**src/rtl/i2c_tgt_pkg.sv**
```systemverilog
package i2c_tgt_pkg;

    typedef enum logic [2:0] {
        ST_IDLE,
        ST_ADDR,
        ST_ADDR_LO,
        ST_INDEX,
        ST_WDATA,
        ST_RDATA,
        ST_IGNORE
    } tgt_state_e;

    typedef struct packed {
        logic scl;
        logic sda;
    } line_pair_t;

endpackage

```
**src/rtl/i2c_line_sync.sv**
```systemverilog
module i2c_line_sync
    import i2c_tgt_pkg::*;
(
    input  logic clk,
    input  logic rst_n,
    input  logic scl_i,
    input  logic sda_i,
    output logic scl_o,
    output logic sda_o,
    output logic scl_rise_o,
    output logic scl_fall_o,
    output logic start_o,
    output logic stop_o
);

    typedef struct packed {
        line_pair_t meta;
        line_pair_t sync;
        line_pair_t prev;
    } sync_t;

    sync_t s_d, s_q;

    always_comb begin
        s_d      = s_q;
        s_d.meta = '{scl: scl_i, sda: sda_i};
        s_d.sync = s_q.meta;
        s_d.prev = s_q.sync;
    end

    // Idle bus is high on both lines, so reset to ones to avoid false edges.
    always_ff @(posedge clk or negedge rst_n) begin
        if (!rst_n) s_q <= '1;
        else        s_q <= s_d;
    end

    assign scl_o      = s_q.sync.scl;
    assign sda_o      = s_q.sync.sda;
    assign scl_rise_o =  s_q.sync.scl & ~s_q.prev.scl;
    assign scl_fall_o = ~s_q.sync.scl &  s_q.prev.scl;
    assign start_o    =  s_q.sync.scl & s_q.prev.scl &  s_q.prev.sda & ~s_q.sync.sda;
    assign stop_o     =  s_q.sync.scl & s_q.prev.scl & ~s_q.prev.sda &  s_q.sync.sda;

endmodule

```
**src/rtl/i2c_reg_bank.sv**
```systemverilog
module i2c_reg_bank #(
    parameter int NUM_REGS = 8,
    localparam int PTR_W   = $clog2(NUM_REGS)
) (
    input  logic                  clk,
    input  logic                  rst_n,
    input  logic                  wr_en_i,
    input  logic [PTR_W-1:0]      wr_idx_i,
    input  logic [7:0]            wr_data_i,
    input  logic [PTR_W-1:0]      rd_idx_i,
    output logic [7:0]            rd_data_o,
    output logic [NUM_REGS*8-1:0] regs_o
);

    for (genvar g = 0; g < NUM_REGS; g++) begin : g_reg
        logic [7:0] r_d, r_q;

        always_comb begin
            r_d = r_q;
            if (wr_en_i && (wr_idx_i == PTR_W'(g))) r_d = wr_data_i;
        end

        always_ff @(posedge clk or negedge rst_n) begin
            if (!rst_n) r_q <= '0;
            else        r_q <= r_d;
        end

        assign regs_o[g*8 +: 8] = r_q;
    end

    assign rd_data_o = regs_o[rd_idx_i*8 +: 8];


    write_lands_chk: assert property (@(posedge clk) disable iff (!rst_n)
        wr_en_i |=> (regs_o[$past(wr_idx_i)*8 +: 8] == $past(wr_data_i)));

endmodule

```
**src/rtl/i2c_tgt_fsm.sv**
```systemverilog
module i2c_tgt_fsm
    import i2c_tgt_pkg::*;
#(
    parameter int         NUM_REGS = 8,
    parameter bit         TEN_BIT  = 1'b0,
    parameter logic [9:0] DEV_ADDR = 10'h03A,
    localparam int        PTR_W    = $clog2(NUM_REGS)
) (
    input  logic             clk,
    input  logic             rst_n,
    input  logic             scl_i,
    input  logic             sda_i,
    input  logic             scl_rise_i,
    input  logic             scl_fall_i,
    input  logic             start_i,
    input  logic             stop_i,
    input  logic [7:0]       rd_data_i,
    output logic             wr_en_o,
    output logic [PTR_W-1:0] wr_idx_o,
    output logic [7:0]       wr_data_o,
    output logic [PTR_W-1:0] rd_idx_o,
    output logic             sda_oe_o,
    output tgt_state_e       state_o
);

    localparam logic [4:0] TEN_PREFIX = 5'b11110;

    typedef struct packed {
        tgt_state_e       st;
        logic [3:0]       cnt;
        logic             ack_ph;
        logic [7:0]       sh;
        logic [PTR_W-1:0] ptr;
        logic             oe;
        logic             ten_sel;
        logic             nack;
    } fsm_t;

    fsm_t n, q;

    always_comb begin
        n         = q;
        wr_en_o   = 1'b0;
        wr_idx_o  = q.ptr;
        wr_data_o = q.sh;

        if (stop_i) begin
            n.st      = ST_IDLE;
            n.cnt     = '0;
            n.ack_ph  = 1'b0;
            n.oe      = 1'b0;
            n.ten_sel = 1'b0;
        end else if (start_i) begin
            n.st     = ST_ADDR;
            n.cnt    = '0;
            n.ack_ph = 1'b0;
            n.oe     = 1'b0;
            n.nack   = 1'b0;
        end else begin
            case (q.st)
                ST_IDLE, ST_IGNORE: n = q;

                ST_RDATA: begin
                    if (scl_rise_i) begin
                        if (q.ack_ph) n.nack = sda_i;
                        else          n.cnt  = q.cnt + 4'd1;
                    end
                    if (scl_fall_i) begin
                        if (!q.ack_ph) begin
                            if (q.cnt == 4'd8) begin
                                n.oe     = 1'b0;
                                n.ack_ph = 1'b1;
                                n.ptr    = q.ptr + PTR_W'(1);
                            end else begin
                                n.sh = {q.sh[6:0], 1'b0};
                                n.oe = ~q.sh[6];
                            end
                        end else begin
                            n.ack_ph = 1'b0;
                            n.cnt    = '0;
                            if (q.nack) begin
                                n.st = ST_IGNORE;
                                n.oe = 1'b0;
                            end else begin
                                n.sh = rd_data_i;
                                n.oe = ~rd_data_i[7];
                            end
                        end
                    end
                end

                default: begin
                    if (scl_rise_i && !q.ack_ph) begin
                        n.sh  = {q.sh[6:0], sda_i};
                        n.cnt = q.cnt + 4'd1;
                    end
                    if (scl_fall_i) begin
                        if (q.ack_ph) begin
                            n.ack_ph = 1'b0;
                            n.cnt    = '0;
                            n.oe     = 1'b0;
                        end else if (q.cnt == 4'd8) begin
                            n.ack_ph = 1'b1;
                            n.nack   = 1'b0;
                            n.oe     = 1'b1;
                            case (q.st)
                                ST_ADDR: begin
                                    if (TEN_BIT) begin
                                        if (q.sh[7:3] == TEN_PREFIX && q.sh[2:1] == DEV_ADDR[9:8]) begin
                                            if (!q.sh[0]) begin
                                                n.st      = ST_ADDR_LO;
                                                n.ten_sel = 1'b0;
                                            end else if (q.ten_sel) begin
                                                n.st = ST_RDATA;
                                            end else begin
                                                n.st = ST_IGNORE;
                                                n.oe = 1'b0;
                                            end
                                        end else begin
                                            n.st = ST_IGNORE;
                                            n.oe = 1'b0;
                                        end
                                    end else begin
                                        if (q.sh[7:1] == DEV_ADDR[6:0]) begin
                                            n.st = q.sh[0] ? ST_RDATA : ST_INDEX;
                                        end else begin
                                            n.st = ST_IGNORE;
                                            n.oe = 1'b0;
                                        end
                                    end
                                end
                                ST_ADDR_LO: begin
                                    if (q.sh == DEV_ADDR[7:0]) begin
                                        n.st      = ST_INDEX;
                                        n.ten_sel = 1'b1;
                                    end else begin
                                        n.st = ST_IGNORE;
                                        n.oe = 1'b0;
                                    end
                                end
                                ST_INDEX: begin
                                    n.ptr = q.sh[PTR_W-1:0];
                                    n.st  = ST_WDATA;
                                end
                                default: begin
                                    wr_en_o = 1'b1;
                                    n.ptr   = q.ptr + PTR_W'(1);
                                end
                            endcase
                        end
                    end
                end
            endcase
        end
    end

    always_ff @(posedge clk or negedge rst_n) begin
        if (!rst_n) begin
            q         <= '0;
            q.st      <= ST_IDLE;
        end else begin
            q <= n;
        end
    end

    assign rd_idx_o = q.ptr;
    assign sda_oe_o = q.oe;
    assign state_o  = q.st;


    oe_rise_scl_low_chk: assert property (@(posedge clk) disable iff (!rst_n)
        $rose(q.oe) |-> $past(!scl_i));


    ignore_quiet_chk: assert property (@(posedge clk) disable iff (!rst_n)
        (q.st == ST_IGNORE) |-> !q.oe);

endmodule

```
**src/rtl/i2c_reg_target.sv**
```systemverilog
module i2c_reg_target
    import i2c_tgt_pkg::*;
#(
    parameter int         NUM_REGS = 8,
    parameter bit         TEN_BIT  = 1'b0,
    parameter logic [9:0] DEV_ADDR = 10'h03A,
    localparam int        PTR_W    = $clog2(NUM_REGS)
) (
    input  logic                  clk,
    input  logic                  rst_n,
    input  logic                  scl_i,
    input  logic                  sda_i,
    output logic                  sda_oe_o,
    output logic [NUM_REGS*8-1:0] regs_o
);

    logic             scl_s, sda_s, scl_rise, scl_fall, start_w, stop_w;
    logic             wr_en;
    logic [PTR_W-1:0] wr_idx, rd_idx;
    logic [7:0]       wr_data, rd_data;
    tgt_state_e       st_w;

    i2c_line_sync i_sync (
        .clk        (clk),
        .rst_n      (rst_n),
        .scl_i      (scl_i),
        .sda_i      (sda_i),
        .scl_o      (scl_s),
        .sda_o      (sda_s),
        .scl_rise_o (scl_rise),
        .scl_fall_o (scl_fall),
        .start_o    (start_w),
        .stop_o     (stop_w)
    );

    i2c_tgt_fsm #(
        .NUM_REGS (NUM_REGS),
        .TEN_BIT  (TEN_BIT),
        .DEV_ADDR (DEV_ADDR)
    ) i_fsm (
        .clk        (clk),
        .rst_n      (rst_n),
        .scl_i      (scl_s),
        .sda_i      (sda_s),
        .scl_rise_i (scl_rise),
        .scl_fall_i (scl_fall),
        .start_i    (start_w),
        .stop_i     (stop_w),
        .rd_data_i  (rd_data),
        .wr_en_o    (wr_en),
        .wr_idx_o   (wr_idx),
        .wr_data_o  (wr_data),
        .rd_idx_o   (rd_idx),
        .sda_oe_o   (sda_oe_o),
        .state_o    (st_w)
    );

    i2c_reg_bank #(
        .NUM_REGS (NUM_REGS)
    ) i_bank (
        .clk       (clk),
        .rst_n     (rst_n),
        .wr_en_i   (wr_en),
        .wr_idx_i  (wr_idx),
        .wr_data_i (wr_data),
        .rd_idx_i  (rd_idx),
        .rd_data_o (rd_data),
        .regs_o    (regs_o)
    );


    start_restarts_chk: assert property (@(posedge clk) disable iff (!rst_n)
        start_w |=> (st_w == ST_ADDR) && !sda_oe_o);


    stop_idles_chk: assert property (@(posedge clk) disable iff (!rst_n)
        stop_w |=> (st_w == ST_IDLE) && !sda_oe_o);

endmodule

```
**config.mk**
```make
export PLATFORM = sky130hd
export DESIGN_NAME = i2c_reg_target
export DESIGN_NICKNAME = d
export VERILOG_FILES = /design/src/rtl/i2c_tgt_pkg.sv /design/src/rtl/i2c_line_sync.sv /design/src/rtl/i2c_reg_bank.sv /design/src/rtl/i2c_tgt_fsm.sv /design/src/rtl/i2c_reg_target.sv
export SDC_FILE = /design/constraint.sdc
export NUM_CORES = 1
export LEC_CHECK = 0
export BUFFER_PORTS_ARGS = -buffer_cell sky130_fd_sc_hd__buf_2
export CAP_MARGIN = 20
export CELL_PAD_IN_SITES_DETAIL_PLACEMENT = 0
export CELL_PAD_IN_SITES_GLOBAL_PLACEMENT = 2
export CORE_ASPECT_RATIO = 1.1
export CORE_MARGIN = 2
export CORE_UTILIZATION = 36
export DETAILED_ROUTE_END_ITERATION = 8
export GPL_ROUTABILITY_DRIVEN = 1
export GPL_TIMING_DRIVEN = 1
export PLACE_DENSITY_LB_ADDON = 0.12
export SLEW_MARGIN = 20
export SYNTH_ARGS = -nofsm -noshare
export SYNTH_HDL_FRONTEND = slang
export SYNTH_SLANG_ARGS = --single-unit
```
**constraint.sdc**
```tcl
create_clock -name clk -period 1.9 [get_ports clk]
set_input_delay 0.38 -clock clk [delete_from_list [all_inputs] [get_ports clk]]
set_output_delay 0.38 -clock clk [all_outputs]
set_load 0.1 [all_outputs]
```
==> results of run 1 <==
cell type report:
class / instances / area, um^2 / area share, %
inverters: 11 / 41.29 / 0.6596
well taps: 157 / 196.4 / 3.138
repair buffers: 146 / 1016 / 16.23
multi-input cells: 226 / 2442 / 39.02
clock buffers: 9 / 225.2 / 3.598
flip-flops and latches: 91 / 2288 / 36.56
clock inverters: 7 / 50.05 / 0.7995
cells by family (layout without fill, tap and decap cells):
kind of cell    Yosys count  in the layout
compound gates           57             57
xor+xnor                  3              3
fa+ha+maj                 8              8
buf+inv                  35            173
flops                    91             91
mux                      99             99
simple gates             59             59
through the flow:
stage	cell area, um^2	instances	utilization [%]	hold slack, ps	TNS (ps)
floorplan	4742	352	-	84.41	-8964
global placement	5788	628	45.59	327.2	-7735
detailed placement	5788	628	45.59	331.4	-8689
CTS	6107	645	48.10	115.5	-8312
global route	6260	647	49.30	119.9	-11660
finish	6260	647	49.30	132.3	-6904
power groups by stage:
| stage | sequential (mW) | clock, mW | combinational [mW] |
|---|---|---|---|
| 3_5_place_dp | 2.16 | 0 | 1.06 |
| 3_3_place_gp | 2.16 | 0 | 1.04 |
| 4_1_cts | 2.13 | 1.75 | 1.07 |
| 5_1_grt | 2.16 | 1.82 | 1.24 |
| 6_report | 2.14 | 1.69 | 1.14 |
| 2_1_floorplan | 2.15 | 0 | 0.561 |
per-layer routing:
| layer | vias up | wire length [um] | global-route usage (%) |
|---|---|---|---|
| met2 | 66 | 6839 | 32.78 |
| met1 | 1783 | 5755 | 25.32 |
| met5 | - | 0 | 0 |
| met4 | 0 | 223 | 6.707 |
| li1 | 1594 | - | - |
| met3 | 12 | 424 | 3.455 |
cell usage in the layout (no fill, tap or decap), drive strengths merged, types with 3 or more instances in the layout:
cell	netlist	layout
clkbuf	16	9
o211ai	4	4
and3b	3	3
inv	11	13
a21o	3	3
nand4b	3	3
clkinv	0	5
o22ai	4	4
nand2	13	13
o2bb2ai	7	7
buf	8	145
ha	8	8
dfrtp	85	85
dfstp	6	6
nand2b	3	3
nor2	5	5
a21oi	7	7
mux2	72	72
mux2i	11	11
mux4	16	16
nand3b	5	5
a211oi	4	4
nor3b	3	3
nor3	7	7
o21ai	7	7
how the worst max path moves through the flow:
| stage | start | to | slack [ps] | depth (start not counted) |
|---|---|---|---|---|
| final | i_fsm.q[16]$_DFFE_PN0P_ | i_bank.g_reg[2].r_q[7]$_DFFE_PN0P_ | -150 | 8 |
| after global routing | i_fsm.q[15]$_DFFE_PN0P_ | i_bank.g_reg[4].r_q[3]$_DFFE_PN0P_ | -220 | 8 |
| after detailed placement | i_fsm.q[16]$_DFFE_PN0P_ | i_bank.g_reg[4].r_q[5]$_DFFE_PN0P_ | -170 | 8 |
| after CTS | i_fsm.q[16]$_DFFE_PN0P_ | i_bank.g_reg[4].r_q[3]$_DFFE_PN0P_ | -180 | 8 |
| after global placement | i_fsm.q[16]$_DFFE_PN0P_ | i_bank.g_reg[6].r_q[4]$_DFFE_PN0P_ | -160 | 8 |
| after floorplan | i_fsm.q[15]$_DFFE_PN0P_ | i_bank.g_reg[0].r_q[0]$_DFFE_PN0P_ | -170 | 7 |
state kept, by name, summed over array words and instances, names as in the netlist:
register and count:
i_bank.g.r_q 64, i_fsm.sda_oe_o 1, i_sync.s_q 2, i_fsm.q 6
i_fsm.state_o 3, i_sync.s_d 2, i_fsm.wr_data_o 8, i_sync.scl_o 1
i_fsm.rd_idx_o 3, i_sync.sda_o 1
repair_timing:
| action | 4_1_cts | 5_1_grt |
|---|---|---|
| endpoints found under the hold margin | 23 | 0 |
| hold buffers | 1 | 0 |
| setup endpoints to repair | 74 | 76 |
| pin swaps | 3 | 8 |
| gates resized for setup | 10 | 30 |
| setup buffers | 0 | 2 |
==> flow_summary.json, run 1 <==
{
  "violations": "negative setup slack",
  "seq_cells_post_synth": 91,
  "grt_antenna_before_repair": 0,
  "power_mw": 4.965,
  "fillerInstances": 1167,
  "hold_path_end": "i_sync.s_d[2]$_DFF_PN1_",
  "insertedDiodeCount": 0,
  "combinationalPowerShare_pct": 22.9,
  "status": "finished, violations left",
  "total_clock_buffers_created_by_cts": 9,
  "setup_violations": 72,
  "num-nets-final": 497,
  "power_switching_mw": 1.506,
  "worstRegToRegCells": 8,
  "synth-compound-area-share_pct": 8.903,
  "final_max_slew_viol_count": 0,
  "arithmetic_cell_share_of_the_synthesized_area_counting_full_adders_half_adders_and_majority_gates_pct": 2.120,
  "global_route_wire_length_before_repair_mm": 20.33,
  "crit_path_max_fanout": 8,
  "synth_simple_gate_area_share_pct": 9.486,
  "insertion_delay_ps": 350,
  "path_class": "flip-flop to flip-flop",
  "seq_area_frac_synth_pct": 48.38,
  "dp_slack_ps": -173.8,
  "portBuffers": 68,
  "worst_path_largest_cell_delay_ps": 380,
  "gr-total-overflow": 0,
  "pwr-share-seq_pct": 43.1,
  "per_cell_via_count_in_the_routed_design": 5.340,
  "route.detailed.drc": 0,
  "synth_cell_type_count": 57,
  "fin_skew_ps": 8.324,
  "wire_per_inst_um": 20.47,
  "swShare_pct": 30.33,
  "initial_standard_cell_utilization_of_the_core_pct": 37.19,
  "clock_power_share_pct": 34.0,
  "worst_hold_path.num_cells": 1,
  "io_pins": 69,
  "tritoncts_clock_tree": "built",
  "setup_repair_after_global_routing_missed_its_margin": "true",
  "tritoncts_num_sinks": 91,
  "min_from": "sda_i",
  "first_pass_iters": 4,
  "fmaxAchievable_mhz": 487.5,
  "crit_path_time_final_ps": 2051,
  "die-height_um": 124.1,
  "first_global_vias": 3555,
  "required_arrival_time_at_the_worst_endpoint_ps": 2130,
  "floorplan.die.width_um": 113.2,
  "timing.critical_path.to_type": "flip-flop",
  "cell_internal_pwr_mw": 3.459,
  "worst-r2r-setup-slack_ps": -150,
  "ant_nets": 0,
  "track_usage_pct": 19.40,
  "areaGrowthSynthToFinish_pct": 32.56,
  "rows": 43,
  "worst-path-buf-inv": 3,
  "measured_slew_at_the_worst_slew_check_pin_ps": 560.6,
  "finalWorstSetupSlack_ps": -151.4,
  "crit_family": "simple AND/OR/NAND/NOR gates",
  "synthesis.area_per_instance_um2": 13.41,
  "number_of_synthesized_flops_with_an_enable_pin": 0,
  "timing.rr.start": "i_fsm.q[16]$_DFFE_PN0P_",
  "maxSlewHeadroom_pct": 62.62,
  "synth_top_cell_by_area": "sky130_fd_sc_hd__dfrtp_1",
  "place.detailed.hpwl_mm": 9.654,
  "syn-cell-area_um2": 4722,
  "clk_pin_slew_ps": 70,
  "max_cap_violations": 0,
  "yosys.area.top_type_share_pct": 45.05,
  "vias": 3455,
  "grt_max_degree": 36,
  "final_layout_size_suffix_gt1_share_pct": 58.37,
  "path_cells": "inv_2, ha_1, and4bb_2, nand4b_1, buf_6, nor4b_4, buf_4, mux2_4",
  "ctsLongestPathBuffers": 2,
  "power.density_nw_per_um2": 793.2,
  "core_area_um2": 12700,
  "holdCritPathClass": "primary input to flip-flop",
  "hold_violations": 0,
  "synth_warnings": 0,
  "p_leak_nw": 3.068,
  "layout_worst_path_cycle_share_pct": 108.0,
  "cp_data_arrival_time_ps": 2280,
  "crit_path_start_kind": "flip-flop",
  "synth_top_family_by_area": "multiplexers",
  "synth_fp_nets": 364,
  "worst_r2r_endpoint": "i_bank.g_reg[2].r_q[7]$_DFFE_PN0P_",
  "asyncSetResetFlopFracSynth_pct": 100.0,
  "synth.area.top_cells": "sky130_fd_sc_hd__dfrtp_1 45%, sky130_fd_sc_hd__mux2_2 17%, sky130_fd_sc_hd__mux4_2 7.6%",
  "synth.mux.area_fraction_pct": 27.13,
  "ys_dominant_reg_cell": "sky130_fd_sc_hd__dfrtp_1",
  "synthesis.instances": 352,
  "cpMaxStageDelayCell": "sky130_fd_sc_hd__dfrtp_1",
  "route.final.wire_length_mm": 13.24,
  "place_congestion": 0.8501,
  "synth-xor-area-share_pct": 0.7154,
  "ctsRootBufferMaster": "sky130_fd_sc_hd__clkbuf_16",
  "design.die.area_um2": 14050,
  "peakVddDrop_mv": 0.4829,
  "drt_iter0_markers": 180,
  "most_frequent_cells_after_synthesis": "85 x sky130_fd_sc_hd__dfrtp_1, 72 x sky130_fd_sc_hd__mux2_2, 16 x sky130_fd_sc_hd__clkbuf_1, 16 x sky130_fd_sc_hd__mux4_2, 13 x sky130_fd_sc_hd__nand2_1",
  "h-tree-depth": 3,
  "post-synth-top-count-cell": "sky130_fd_sc_hd__dfrtp_1"
}
(Power assumes the default switching activity.)
==> run 2, diff against run 1 <==
--- a/config.mk
+++ b/config.mk
@@ -11,7 +11,8 @@
 export CELL_PAD_IN_SITES_GLOBAL_PLACEMENT = 2
 export CORE_ASPECT_RATIO = 1.1
 export CORE_MARGIN = 2
-export CORE_UTILIZATION = 36
+export CORE_UTILIZATION = 40
+export CTS_CLUSTER_SIZE = 16
 export DETAILED_ROUTE_END_ITERATION = 8
 export GPL_ROUTABILITY_DRIVEN = 1
 export GPL_TIMING_DRIVEN = 1
==> constraint.sdc (replaced) <==
create_clock -name clk -period 2.5 [get_ports clk]
set_input_delay 0.5 -clock clk [delete_from_list [all_inputs] [get_ports clk]]
set_output_delay 0.5 -clock clk [all_outputs]
set_load 0.1 [all_outputs]
==> flow_summary.json, run 2 (synthesized netlist as in run 1, its figures left out) <==
{
  "initial_standard_cell_utilization_of_the_core_pct": 41.09,
  "largest_register_ffs": 64,
  "die-height_um": 118.0,
  "design.die.area_um2": 12690,
  "insertion_delay_ps": 340,
  "layout_worst_path_cycle_share_pct": 93.88,
  "maxSlewHeadroom_pct": 46.51,
  "path_cells": "inv_1, ha_1, and4bb_2, nand4b_1, buf_4, nor4b_4, mux2_2",
  "num-nets-final": 448,
  "hold_buffers": 0,
  "route.detailed.drc": 0,
  "total_clock_buffers_created_by_cts": 9,
  "stdcell_area_um2": 5719,
  "peakVddDrop_mv": 0.3241,
  "post-cts-setup-buffer-count": 0,
  "cell_internal_pwr_mw": 2.769,
  "dpl_cell_area_um2": 5370,
  "ant_nets": 0,
  "layout_commonest_cell": "sky130_fd_sc_hd__dfrtp_1",
  "clk_pin_slew_ps": 70,
  "floorplan.die.width_um": 107.6,
  "route.final.wire_length_mm": 12.55,
  "hold_violations": 0,
  "required_arrival_time_at_the_worst_endpoint_ps": 2730,
  "vias": 3319,
  "timing.critical_path.to_type": "flip-flop",
  "final_layout_size_suffix_gt1_share_pct": 50.79,
  "crit_path_max_fanout": 8,
  "fin_skew_ps": 5.310,
  "place.detailed.hpwl_mm": 8.854,
  "fmaxAchievable_mhz": 426.1,
  "finalWorstSetupSlack_ps": 153.0,
  "areaGrowthSynthToFinish_pct": 21.12,
  "measured_slew_at_the_worst_slew_check_pin_ps": 801.7,
  "first_global_vias": 3435,
  "tritoncts_num_sinks": 91,
  "final_max_slew_viol_count": 0,
  "crit_path_time_final_ps": 2347,
  "p_leak_nw": 2.806,
  "clock_power_share_pct": 41.3,
  "ctsLongestPathBuffers": 2,
  "pwr-share-seq_pct": 45.4,
  "crit_path_start_kind": "flip-flop",
  "grt_antenna_before_repair": 0,
  "core_area_um2": 11490,
  "track_usage_pct": 21.04,
  "wire_per_inst_um": 21.24,
  "fin_setup_tns_ps": 0,
  "combinationalPowerShare_pct": 13.3,
  "first_pass_iters": 4,
  "insertedDiodeCount": 0,
  "tritoncts_clock_tree": "built",
  "portBuffers": 68,
  "swShare_pct": 28.12,
  "post_cts.resized_instances": 0,
  "path_class": "flip-flop to flip-flop",
  "io_pins": 69,
  "status": "finished clean",
  "max_cap_violations": 0,
  "setup_violations": 0,
  "power_switching_mw": 1.083,
  "per_cell_via_count_in_the_routed_design": 5.616,
  "gr-total-overflow": 0,
  "setup_repair_after_global_routing_missed_its_margin": "false",
  "place_congestion": 0.7703,
  "power.density_nw_per_um2": 673.5,
  "worst-path-buf-inv": 2,
  "holdCritPathClass": "primary input to asynchronous set/reset pin",
  "h-tree-depth": 3,
  "crit_family": "simple AND/OR/NAND/NOR gates",
  "most-common-layout-cells": "85 x sky130_fd_sc_hd__dfrtp_1, 72 x sky130_fd_sc_hd__mux2_2, 67 x sky130_fd_sc_hd__buf_2",
  "global_route_wire_length_before_repair_mm": 20.18,
  "rows": 41,
  "worst_path_largest_cell_delay_ps": 550,
  "ctsRootBufferMaster": "sky130_fd_sc_hd__clkbuf_16",
  "cpMaxStageDelayCell": "sky130_fd_sc_hd__nor4b_4",
  "cp_data_arrival_time_ps": 2570,
  "dp_slack_ps": 180.6,
  "grt_max_degree": 47,
  "largest_register": "i_bank.g.r_q",
  "drt_iter0_markers": 133
}
run 2: cell type report:
class / count / area (um^2)
tap: 150 / 187.7
clock inverter: 7 / 123.9
multi-input combinational: 226 / 2283
clock buffer: 9 / 225.2
inverter: 11 / 41.29
timing repair buffer: 97 / 573.1
sequential: 91 / 2285
fill: 1090 / 5772
run 2: final timing paths:
check                      cells after the start                    start                                 end  slack [ps]
max in group asynchronous                      2                    rst_n              i_sync.sda_o$_DFF_PN1_        1800
hold / removal                                 1                    rst_n              i_fsm.q[0]$_DFFE_PN0P_          90
hold reg to reg                                0  i_sync.s_d[3]$_DFF_PN1_              i_sync.scl_o$_DFF_PN1_         360
setup reg to reg                               7  i_fsm.q[15]$_DFFE_PN0P_  i_bank.g_reg[2].r_q[1]$_DFFE_PN0P_         150
setup / recovery                               7  i_fsm.q[15]$_DFFE_PN0P_  i_bank.g_reg[2].r_q[1]$_DFFE_PN0P_         150
min in group clk                               1                    sda_i             i_sync.s_d[2]$_DFF_PN1_         250
run 2: worst reg2reg max path, cell delays in order (launching register included):
cell and delay [ps]:
sky130_fd_sc_hd__dfrtp_1 440, sky130_fd_sc_hd__inv_1 80, sky130_fd_sc_hd__ha_1 160, sky130_fd_sc_hd__and4bb_2 280, sky130_fd_sc_hd__nand4b_1 110, sky130_fd_sc_hd__buf_4 210, sky130_fd_sc_hd__nor4b_4 550, sky130_fd_sc_hd__mux2_2 410
run 2: per-stage QoR:
stage | instances | util (%) | hold WS (ps) | total power, mW
2_1_floorplan | 352 | - | 204.4 | 2.058
3_3_place_gp | 575 | 46.73 | 349.1 | 2.272
3_5_place_dp | 575 | 46.73 | 349.0 | 2.289
4_1_cts | 591 | 49.77 | 92.20 | 3.886
5_1_grt | 591 | 49.77 | 107.4 | 4.034
6_report | 591 | 49.77 | 87.27 | 3.852
run 2: layer usage:
metal | up-vias | track usage, % | share of wire (%)
met5 | - | 0 | 0
met4 | 0 | 7.292 | 1.7
met3 | 16 | 2.713 | 2.4
met2 | 55 | 35.06 | 52
met1 | 1750 | 28.07 | 44
li1 | 1498 | - | -
run 2: power by group through the flow:
stage	Combinational, mW	Clock (mW)	Sequential, mW
6_report	0.513	1.59	1.75
3_5_place_dp	0.513	0	1.78
4_1_cts	0.513	1.63	1.75
5_1_grt	0.566	1.70	1.77
2_1_floorplan	0.424	0	1.63
3_3_place_gp	0.500	0	1.77
==> run 3, diff against run 2 <==
--- a/config.mk
+++ b/config.mk
@@ -5,7 +5,7 @@
 export SDC_FILE = /design/constraint.sdc
 export NUM_CORES = 1
 export LEC_CHECK = 0
-export BUFFER_PORTS_ARGS = -buffer_cell sky130_fd_sc_hd__buf_2
+export BUFFER_PORTS_ARGS = -buffer_cell sky130_fd_sc_hd__buf_4
 export CAP_MARGIN = 20
 export CELL_PAD_IN_SITES_DETAIL_PLACEMENT = 0
 export CELL_PAD_IN_SITES_GLOBAL_PLACEMENT = 2
==> flow_summary.json, run 3 (synthesized netlist as in run 1, its figures left out) <==
{
  "status": "finished clean",
  "measured_slew_at_the_worst_slew_check_pin_ps": 773.3,
  "insertion_delay_ps": 350,
  "fin_setup_tns_ps": 0,
  "combinationalPowerShare_pct": 13.8,
  "setup_repair_after_global_routing_missed_its_margin": "false",
  "setup_violations": 0,
  "p_leak_nw": 2.774,
  "per_cell_via_count_in_the_routed_design": 5.576,
  "post-cts-setup-buffer-count": 0,
  "first_global_vias": 3512,
  "worst-r2r-setup-slack_ps": 230,
  "portBuffers": 68,
  "tritoncts_num_sinks": 91,
  "track_usage_pct": 21.59,
  "worstRegToRegCells": 7,
  "initial_standard_cell_utilization_of_the_core_pct": 41.09,
  "power.density_nw_per_um2": 630.4,
  "power_switching_mw": 1.069,
  "layout_commonest_cell": "sky130_fd_sc_hd__buf_4",
  "cell_internal_pwr_mw": 2.614,
  "fillerInstances": 1054,
  "first_pass_iters": 4,
  "h-tree-depth": 3,
  "final_max_slew_viol_count": 0,
  "crit_path_time_final_ps": 2268,
  "tritoncts_clock_tree": "built",
  "crit_path_start_kind": "flip-flop",
  "vias": 3290,
  "hold_violations": 0,
  "post_cts.resized_instances": 0,
  "global_route_wire_length_before_repair_mm": 20.63,
  "timing.critical_path.to_type": "flip-flop",
  "insertedDiodeCount": 0,
  "place_congestion": 0.7734,
  "core_area_um2": 11490,
  "gr-total-overflow": 0,
  "route.detailed.drc": 0,
  "io_pins": 69,
  "path_class": "flip-flop to flip-flop",
  "worst_r2r_endpoint": "i_bank.g_reg[2].r_q[0]$_DFFE_PN0P_",
  "areaGrowthSynthToFinish_pct": 23.74,
  "largest_register": "i_bank.g.r_q",
  "route.final.wire_length_mm": 12.74,
  "drt_iter0_markers": 153,
  "ant_nets": 0,
  "rows": 41,
  "grt_antenna_before_repair": 0,
  "peakVddDrop_mv": 0.3730,
  "die-height_um": 118.0,
  "fin_skew_ps": 5.872,
  "hold_buffers": 0,
  "clk_pin_slew_ps": 70,
  "total_clock_buffers_created_by_cts": 9,
  "most-common-layout-cells": "95 x sky130_fd_sc_hd__buf_4, 85 x sky130_fd_sc_hd__dfrtp_1, 72 x sky130_fd_sc_hd__mux2_2",
  "holdCritPathClass": "primary input to asynchronous set/reset pin",
  "cp_data_arrival_time_ps": 2500,
  "grt_max_degree": 53,
  "maxSlewHeadroom_pct": 48.40,
  "crit_path_max_fanout": 8,
  "floorplan.die.width_um": 107.6,
  "clock_power_share_pct": 38.7,
  "ctsLongestPathBuffers": 2,
  "design.die.area_um2": 12690,
  "largest_register_ffs": 64,
  "layout_worst_path_cycle_share_pct": 90.70,
  "max_cap_violations": 0,
  "timing.rr.start": "i_fsm.q[15]$_DFFE_PN0P_",
  "final_layout_size_suffix_gt1_share_pct": 50.68,
  "fmaxAchievable_mhz": 441.0,
  "place.detailed.hpwl_mm": 8.869,
  "finalHoldWorstSlack_ps": 135.7,
  "num-nets-final": 447,
  "swShare_pct": 29.03,
  "wire_per_inst_um": 21.59,
  "ctsRootBufferMaster": "sky130_fd_sc_hd__clkbuf_16",
  "required_arrival_time_at_the_worst_endpoint_ps": 2730,
  "pwr-share-seq_pct": 47.6
}
-- run 3: changes by cell type in the layout (fill, tap and decap cells not counted) --
cell                         previous run  this run
sky130_fd_sc_hd__buf_2                 67         0
sky130_fd_sc_hd__bufinv_16              3         1
sky130_fd_sc_hd__inv_8                  1         0
sky130_fd_sc_hd__clkbuf_8               0         2
sky130_fd_sc_hd__buf_4                 29        95
sky130_fd_sc_hd__clkinvlp_4             0         1
-- run 3: area by class of cell --
| cell class | instances | area, um^2 | share of cell area (%) |
|---|---|---|---|
| inverter | 11 | 41.29 | 0.7066 |
| clock buffer | 11 | 252.7 | 4.325 |
| tap | 150 | 187.7 | 3.212 |
| multi-input combinational | 226 | 2283 | 39.08 |
| clock inverter | 5 | 60.06 | 1.028 |
| timing repair buffer | 96 | 733.2 | 12.55 |
| sequential | 91 | 2285 | 39.10 |
-- run 3: how the worst max path moves through the flow --
stage,startpoint,endpoint,slack (ps),cells past startpoint
floorplan,i_fsm.rd_idx_o[0]$_DFFE_PN0P_,i_bank.g_reg[0].r_q[0]$_DFFE_PN0P_,410,7
global placement,i_fsm.q[15]$_DFFE_PN0P_,i_bank.g_reg[2].r_q[7]$_DFFE_PN0P_,260,7
detailed placement,i_fsm.q[15]$_DFFE_PN0P_,i_bank.g_reg[2].r_q[6]$_DFFE_PN0P_,230,7
CTS,i_fsm.q[15]$_DFFE_PN0P_,i_bank.g_reg[2].r_q[6]$_DFFE_PN0P_,220,7
global route,i_fsm.q[15]$_DFFE_PN0P_,i_bank.g_reg[2].r_q[7]$_DFFE_PN0P_,120,7
finish,i_fsm.q[15]$_DFFE_PN0P_,i_bank.g_reg[2].r_q[0]$_DFFE_PN0P_,230,7
-- run 3: per-stage QoR --
step	power, mW	worst slack (ps)	instance area (um^2)	util, %	std cells
floorplan	2.058	412.3	4722	-	352
global placement	2.277	258.6	5530	48.13	574
detailed placement	2.288	227.8	5530	48.13	574
CTS	3.720	224.9	5843	50.85	590
global route	3.848	115.3	5843	50.85	590
finish	3.683	232.4	5843	50.85	590
-- run 3: worst max-delay path, stage by stage (launching register included) --
cell and delay, ps:
sky130_fd_sc_hd__dfrtp_1 430, sky130_fd_sc_hd__inv_1 80, sky130_fd_sc_hd__ha_1 150, sky130_fd_sc_hd__and4bb_2 270, sky130_fd_sc_hd__nand4b_1 120, sky130_fd_sc_hd__buf_4 220
sky130_fd_sc_hd__nor4b_4 480, sky130_fd_sc_hd__mux2_2 390
-- run 3: power groups by stage --
stage / logic, mW / registers (mW) / clock network [mW]
after global placement: 0.496 / 1.78 / 0
after detailed placement: 0.505 / 1.78 / 0
final: 0.507 / 1.75 / 1.42
after floorplan: 0.424 / 1.63 / 0
after CTS: 0.506 / 1.76 / 1.46
after global routing: 0.556 / 1.78 / 1.52
-- run 3: layer usage --
| metal | vias up | track usage [%] | routed length, um |
|---|---|---|---|
| met5 | - | 0 | 0 |
| met4 | 0 | 6.410 | 171 |
| met3 | 14 | 3.821 | 332 |
| met2 | 62 | 34.20 | 6312 |
| met1 | 1713 | 30.23 | 5920 |
| li1 | 1501 | - | - |
